--- config.mk ---
export PLATFORM = sky130hd
export DESIGN_NAME = apb_fifo_feeder
export DESIGN_NICKNAME = d
export VERILOG_FILES = /design/src/rtl/afeed_pkg.sv /design/src/rtl/afeed_decode.sv /design/src/rtl/afeed_handshake.sv /design/src/rtl/afeed_fifo.sv /design/src/rtl/apb_fifo_feeder.sv
export SDC_FILE = /design/constraint.sdc
export NUM_CORES = 1
export LEC_CHECK = 0
export BUFFER_PORTS_ARGS = -buffer_cell sky130_fd_sc_hd__buf_2
export CAP_MARGIN = 20
export CORE_UTILIZATION = 32
export CTS_CLUSTER_SIZE = 16
export DETAILED_ROUTE_END_ITERATION = 12
export HOLD_SLACK_MARGIN = 0.03
export PLACE_DENSITY_LB_ADDON = 0.25
export SYNTH_ARGS = -nofsm -noshare
export SYNTH_HDL_FRONTEND = slang
export SYNTH_SLANG_ARGS = --single-unit
export TNS_END_PERCENT = 30
--- constraint.sdc ---
create_clock -name pclk -period 3.47 [get_ports pclk]
set_clock_uncertainty 0.1 [all_clocks]
set_input_delay 0.5205 -clock pclk [delete_from_list [all_inputs] [get_ports pclk]]
set_output_delay 0.5205 -clock pclk [all_outputs]
set_load 0.01 [all_outputs]
--- src/rtl/afeed_pkg.sv ---
package afeed_pkg;

  // Which register an access targets.
  typedef enum logic [1:0] {
    TGT_NONE = 2'd0,
    TGT_DATA = 2'd1,
    TGT_STAT = 2'd2
  } tgt_e;

endpackage

--- src/rtl/afeed_decode.sv ---
module afeed_decode
  import afeed_pkg::*;
#(
  parameter int ADDR_W    = 8,
  parameter int DATA_W    = 32,
  parameter int CNT_W     = 4,
  parameter int DATA_ADDR = 0,
  parameter int STAT_ADDR = 4
) (
  input  logic [ADDR_W-1:0] paddr,
  input  logic [CNT_W-1:0]  fill,
  output tgt_e              tgt,
  output logic [DATA_W-1:0] rdata
);

  localparam logic [ADDR_W-1:0] DATA_OFS = ADDR_W'(DATA_ADDR);
  localparam logic [ADDR_W-1:0] STAT_OFS = ADDR_W'(STAT_ADDR);
  localparam int PAD_W = DATA_W - CNT_W;

  always_comb begin
    if (paddr == DATA_OFS) begin
      tgt = TGT_DATA;
    end else if (paddr == STAT_OFS) begin
      tgt = TGT_STAT;
    end else begin
      tgt = TGT_NONE;
    end
  end

  // Read mux: only the status register carries data.
  generate
    if (PAD_W > 0) begin : g_pad
      always_comb begin
        rdata = '0;
        if (tgt == TGT_STAT) begin
          rdata = {{PAD_W{1'b0}}, fill};
        end
      end
    end else begin : g_nopad
      always_comb begin
        rdata = '0;
        if (tgt == TGT_STAT) begin
          rdata = fill[DATA_W-1:0];
        end
      end
    end
  endgenerate

endmodule

--- src/rtl/afeed_handshake.sv ---
module afeed_handshake
  import afeed_pkg::*;
(
  input  logic psel,
  input  logic penable,
  input  logic pwrite,
  input  tgt_e tgt,
  input  logic q_full,
  input  logic pop,
  output logic pready,
  output logic push
);

  logic acc;
  logic wr_data;
  logic room;

  always_comb begin
    acc     = psel & penable;
    wr_data = acc & pwrite & (tgt == TGT_DATA);
    // A slot is free now, or one frees on this very edge.
    room    = ~q_full | pop;
    // Completion and the append share one condition, so the data is
    // stored on exactly the edge that ends the transfer.
    push    = wr_data & room;
    pready  = ~wr_data | room;
  end

endmodule

--- src/rtl/afeed_fifo.sv ---
module afeed_fifo #(
  parameter int DATA_W = 32,
  parameter int DEPTH  = 8
) (
  input  logic              pclk,
  input  logic              presetn,
  input  logic              push,
  input  logic [DATA_W-1:0] wdata,
  input  logic              pop,
  output logic [DATA_W-1:0] rdata,
  output logic              full,
  output logic              empty,
  output logic [$clog2(DEPTH):0] fill
);

  localparam int IDX_W = (DEPTH > 1) ? $clog2(DEPTH) : 1;
  localparam int PTR_W = IDX_W + 1;

  logic [DATA_W-1:0] mem [DEPTH];
  logic [PTR_W-1:0]  wr_ptr, wr_ptr_nx;
  logic [PTR_W-1:0]  rd_ptr, rd_ptr_nx;
  logic [IDX_W-1:0]  wr_idx, rd_idx;

  always_comb begin
    wr_idx = wr_ptr[IDX_W-1:0];
    rd_idx = rd_ptr[IDX_W-1:0];
    empty  = (wr_ptr == rd_ptr);
    full   = (wr_ptr[PTR_W-1] != rd_ptr[PTR_W-1]) &&
             (wr_idx == rd_idx);
    fill   = wr_ptr - rd_ptr;
    rdata  = mem[rd_idx];
  end

  always_comb begin
    wr_ptr_nx = wr_ptr;
    rd_ptr_nx = rd_ptr;
    if (push) begin
      wr_ptr_nx = wr_ptr + PTR_W'(1);
    end
    if (pop) begin
      rd_ptr_nx = rd_ptr + PTR_W'(1);
    end
  end

  always_ff @(posedge pclk or negedge presetn) begin
    if (!presetn) begin
      wr_ptr <= '0;
      rd_ptr <= '0;
    end else begin
      wr_ptr <= wr_ptr_nx;
      rd_ptr <= rd_ptr_nx;
    end
  end

  // Storage: no reset; written only on the append edge.
  always_ff @(posedge pclk) begin
    if (push) begin
      mem[wr_idx] <= wdata;
    end
  end

endmodule

--- src/rtl/apb_fifo_feeder.sv ---
module apb_fifo_feeder
  import afeed_pkg::*;
#(
  parameter int ADDR_W    = 8,
  parameter int DATA_W    = 32,
  parameter int DEPTH     = 8,
  parameter int DATA_ADDR = 0,
  parameter int STAT_ADDR = 4
) (
  input  logic              pclk,
  input  logic              presetn,
  input  logic              psel,
  input  logic              penable,
  input  logic              pwrite,
  input  logic [ADDR_W-1:0] paddr,
  input  logic [DATA_W-1:0] pwdata,
  output logic [DATA_W-1:0] prdata,
  output logic              pready,
  output logic              q_valid,
  input  logic              q_ready,
  output logic [DATA_W-1:0] q_data
);

  localparam int CNT_W = $clog2(DEPTH) + 1;

  tgt_e             tgt;
  logic             q_full;
  logic             q_empty;
  logic [CNT_W-1:0] fill_cnt;
  logic             push_fire;
  logic             pop_fire;

  always_comb begin
    q_valid  = ~q_empty;
    pop_fire = q_valid & q_ready;
  end

  afeed_decode #(
    .ADDR_W    (ADDR_W),
    .DATA_W    (DATA_W),
    .CNT_W     (CNT_W),
    .DATA_ADDR (DATA_ADDR),
    .STAT_ADDR (STAT_ADDR)
  ) u_dec (
    .paddr (paddr),
    .fill  (fill_cnt),
    .tgt   (tgt),
    .rdata (prdata)
  );

  afeed_handshake u_hs (
    .psel    (psel),
    .penable (penable),
    .pwrite  (pwrite),
    .tgt     (tgt),
    .q_full  (q_full),
    .pop     (pop_fire),
    .pready  (pready),
    .push    (push_fire)
  );

  afeed_fifo #(
    .DATA_W (DATA_W),
    .DEPTH  (DEPTH)
  ) u_fifo (
    .pclk    (pclk),
    .presetn (presetn),
    .push    (push_fire),
    .wdata   (pwdata),
    .pop     (pop_fire),
    .rdata   (q_data),
    .full    (q_full),
    .empty   (q_empty),
    .fill    (fill_cnt)
  );

endmodule

==> results.md <==
* Ys flop type: sky130_fd_sc_hd__edfxtp_1
* Layout net count at ~700
* Wire length of the first global-routing pass at ~32000 um
* Sum of overflow across all layers after global routing at 0
* Max-Slew Margin vs Limit at between 30% and 40%
* Crit path max-delay cell type: sky130_fd_sc_hd__buf_4
* Proportion of synthesized flip-flops having asynchronous set or reset at a little over 3%
* Number of clock sinks at between 200 and 300
* Most frequently used cell type in the post-synthesis netlist: sky130_fd_sc_hd__edfxtp_1
* Maximum number of pins on one net before global-route repair at 68
* EDFF count, synth at between 200 and 300
* Switching Fraction at between 20 and 30%
* Final Hold Fails at 0
* Area fraction in and, or, nand and nor cells after synthesis at under 10%
* Vias per cell at between 4 and 5
* Length of the first detailed-routing pass in iterations at 4
* Part of the cycle the worst path needs at between 90 and 100%
* Inserted Clock Buffers at 27
* Share of the synthesized area in compound gates (AO/OA/AOI/OAI) at less than 1%
* Post-CTS Hold Fix Bufs at 1
* Cells along the critical path: buf_4 > mux4_2 > nand2_1 > nand2_1 > buf_2
* Area of the core at roughly 32000 um2
* Starting utilization of the core area at about a third
* Hold WS at between 150 and 200 ps
* Mux share of post-synthesis cell area at between 10% and 20%
* Ant diodes at 0
* Internal at between 6 and 7 mW
* Post-DP HPWL at about 12000 um
* Layout cell share with drive strength beyond 1 at between 30% and 40%
* Number of remaining DRC errors at 0
* Final critical-path required period at between 3000 and 4000 ps
* Relative contribution of combinational cells to total power at about 28%
* Critical Path AT at around 2500 ps
* RSZ-0062 raised after global routing: false
* Crit-path max FO at 67
* Number of port buffers at between 80 and 90
* Clock root cell: sky130_fd_sc_hd__clkbuf_16
* Floorplan row count at 65
* Synth cell types at 36
* Number of global-route vias before repair at around 5500
* Sequential group share of total power at 41.0%
* Width of the die at around 180 um
* Wire length reported by the detailed router at between 20000 and 25000 um
* Final setup violating endpoints at 0
* Sum of negative setup slack at 0 ps
* Largest family of logic cells by synthesized area: multiplexers
* Yosys warning count at 0
* Result of the run: finished clean
* Type of the worst setup path: reg -> out
* Commonest cells in the synthesized netlist: sky130_fd_sc_hd__edfxtp_1 (256), sky130_fd_sc_hd__nand2_1 (100), sky130_fd_sc_hd__mux4_2 (64)
* Post-Synth XOR/XNOR Area at 0.669%
* Highest achievable clock rate at ~320 MHz
* Ports placed on the boundary at about 110
* Area share of fa/ha/maj cells after synthesis at less than 1%
* Required time at the worst-slack endpoint at ~2900 ps
* Post-CTS setup buffers at 0
* Clock tree from TritonCTS: built
* Max rail drop VDD at around 0.5 mV
* GP Congestion at 0.752
* Overall die area at about 33000 um2
* Critical path endpoint category: output pin
* Vias at 5094
* Number of storage elements in the synthesis netlist at 264
* Most repeated library cell on the critical path: sky130_fd_sc_hd__nand2_1
* Leakage power of the design at roughly 4.2 nW
* Highest cell delay on the worst timing path at approximately 780 ps
* Clock transition at the register clock pins on the worst setup and hold paths after CTS at ~70 ps
* Final routed wire length divided by cell count at approximately 19 um
* Net Switching at approximately 2.5 mW
* CTS HTree Levels at 1
* Die Span Y at approximately 180 um
* Synthesis-to-finish area growth at 17.2%
* Power density over the cells at 706 nW/um2
* Launching element type of the critical path: flip-flop
* Area leader, netlist: sky130_fd_sc_hd__edfxtp_1
* Slew Viols, Final at 0
* Register area share after synthesis at approximately 75%
* Number of instances in the synthesized netlist at 534
* Transition time at the pin with the least slew margin at around 1000 ps
* First-iteration detailed-routing DRC count at 225
* Post-route non-filler standard cell count at 1095
* Clock latency at the later pin of the worst-skew pair at roughly 520 ps
* Clock network fraction of design power at around 31%
* Number of gates resized after CTS at 0
* Mean cell area of the mapped netlist at about 20 um2
* Path type of the worst min-delay path: in -> reg
* Number of antenna violations at the first check in global routing at 1
* Routed Antenna Nets at 0
* Post-placement cell count at around 1000
* Post-synthesis instance area at around 10000 um2
* Post-synth top area share at 73.4%
* Maximum buffer depth of the clock tree at 3
* Overall global routing resource usage at roughly 13%
* Most area-consuming cells after synthesis: sky130_fd_sc_hd__edfxtp_1 (73%), sky130_fd_sc_hd__mux4_2 (14%), sky130_fd_sc_hd__nand2_1 (3.6%), sky130_fd_sc_hd__buf_4 (2.1%), sky130_fd_sc_hd__dfrtp_1 (1.9%)
* Max-cap violation count at 0
==> through the flow <==
step	cell area (um2)	utilization, %	worst slack [ps]	total power, mW
4_1_cts	12300	38.5	271	8.82
3_3_place_gp	11400	35.9	659	6.08
6_report	12300	38.5	318	8.65
3_5_place_dp	11400	35.9	585	6.09
5_1_grt	12300	38.5	190	9.12
2_1_floorplan	10600	-	3.22	5.30
==> area by class of cell <==
type	count	area (um2)
clock buffer	34	702
clock inverter	15	125
fill	2919	19600
inverter	5	18.8
multi-input combinational	242	2370
sequential	264	7900
tap	435	544
timing repair buffer	100	608
==> metal layers <==
layer  global-route usage [%]  up-vias  wire length (um)
met5                        0        -                13
met4                     3.67        2               308
met3                     2.10       28               863
met2                     20.2      141              9650
met1                     17.8     2666              9820
li1                         -     2257                 -
==> logic make-up (layout without fill, tap and decap cells) <==
group                    count (synthesis)  after routing
adder cells (fa/ha/maj)                  6              6
XOR/XNOR                                 8              8
multiplexers                            66             66
buffers and inverters                   55            154
flip-flops                             264            264
AO/OA/AOI/OAI                            2              2
other                                    1             28
AND/OR/NAND/NOR                        132            132
==> power groups by stage <==
stage	Sequential, mW	Combinational (mW)	Clock (mW)
2_1_floorplan	3.61	1.70	0
3_5_place_dp	3.62	2.48	0
6_report	3.55	2.40	2.71
4_1_cts	3.55	2.48	2.79
5_1_grt	3.55	2.67	2.90
3_3_place_gp	3.61	2.47	0
==> flip-flops by register name (all words and copies together), names as in the netlist <==
register       count
u_fifo.wr_ptr      4
u_fifo.rd_ptr      4
u_fifo.mem       256
==> layout by cell type (no fill, tap or decap), drive strengths merged, types with 2 or more instances in the layout <==
| cell | instances |
|---|---|
| edfxtp | 256 |
| nand2 | 100 |
| buf | 99 |
| mux4 | 64 |
| clkbuf | 34 |
| conb | 28 |
| clkinv | 11 |
| dfrtp | 8 |
| xnor2 | 6 |
| inv | 6 |
| nand3 | 5 |
| ha | 5 |
| nor2 | 4 |
| and3 | 4 |
| nor3 | 4 |
| and4b | 3 |
| xor2 | 2 |
| mux2 | 2 |
| bufinv | 2 |
| or3 | 2 |
==> final timing paths <==
kind / to / from / depth (start not counted) / slack (ps)
setup reg to reg: u_fifo.mem[0][28] / u_fifo.wr_ptr[0] / 7 / 830
hold / removal: u_fifo.mem[7][8] / pwdata[8] / 1 / 180
max in group asynchronous: u_fifo.rd_ptr[0] / presetn / 2 / 2810
hold reg to reg: u_fifo.wr_ptr[3] / u_fifo.wr_ptr[3] / 1 / 390
min in group asynchronous: u_fifo.rd_ptr[1] / presetn / 2 / 260
setup / recovery: q_data[28] / u_fifo.rd_ptr[1] / 5 / 320
==> worst max-delay path, delay by kind of cell (launching register included) <==
| family | cells | cell delay [ps] |
|---|---|---|
| AND/OR/NAND/NOR | 2 | 200 |
| multiplexers | 1 | 420 |
| buffers and inverters | 2 | 940 |
| flip-flops | 1 | 400 |
Power figures use the tool's default switching activity.
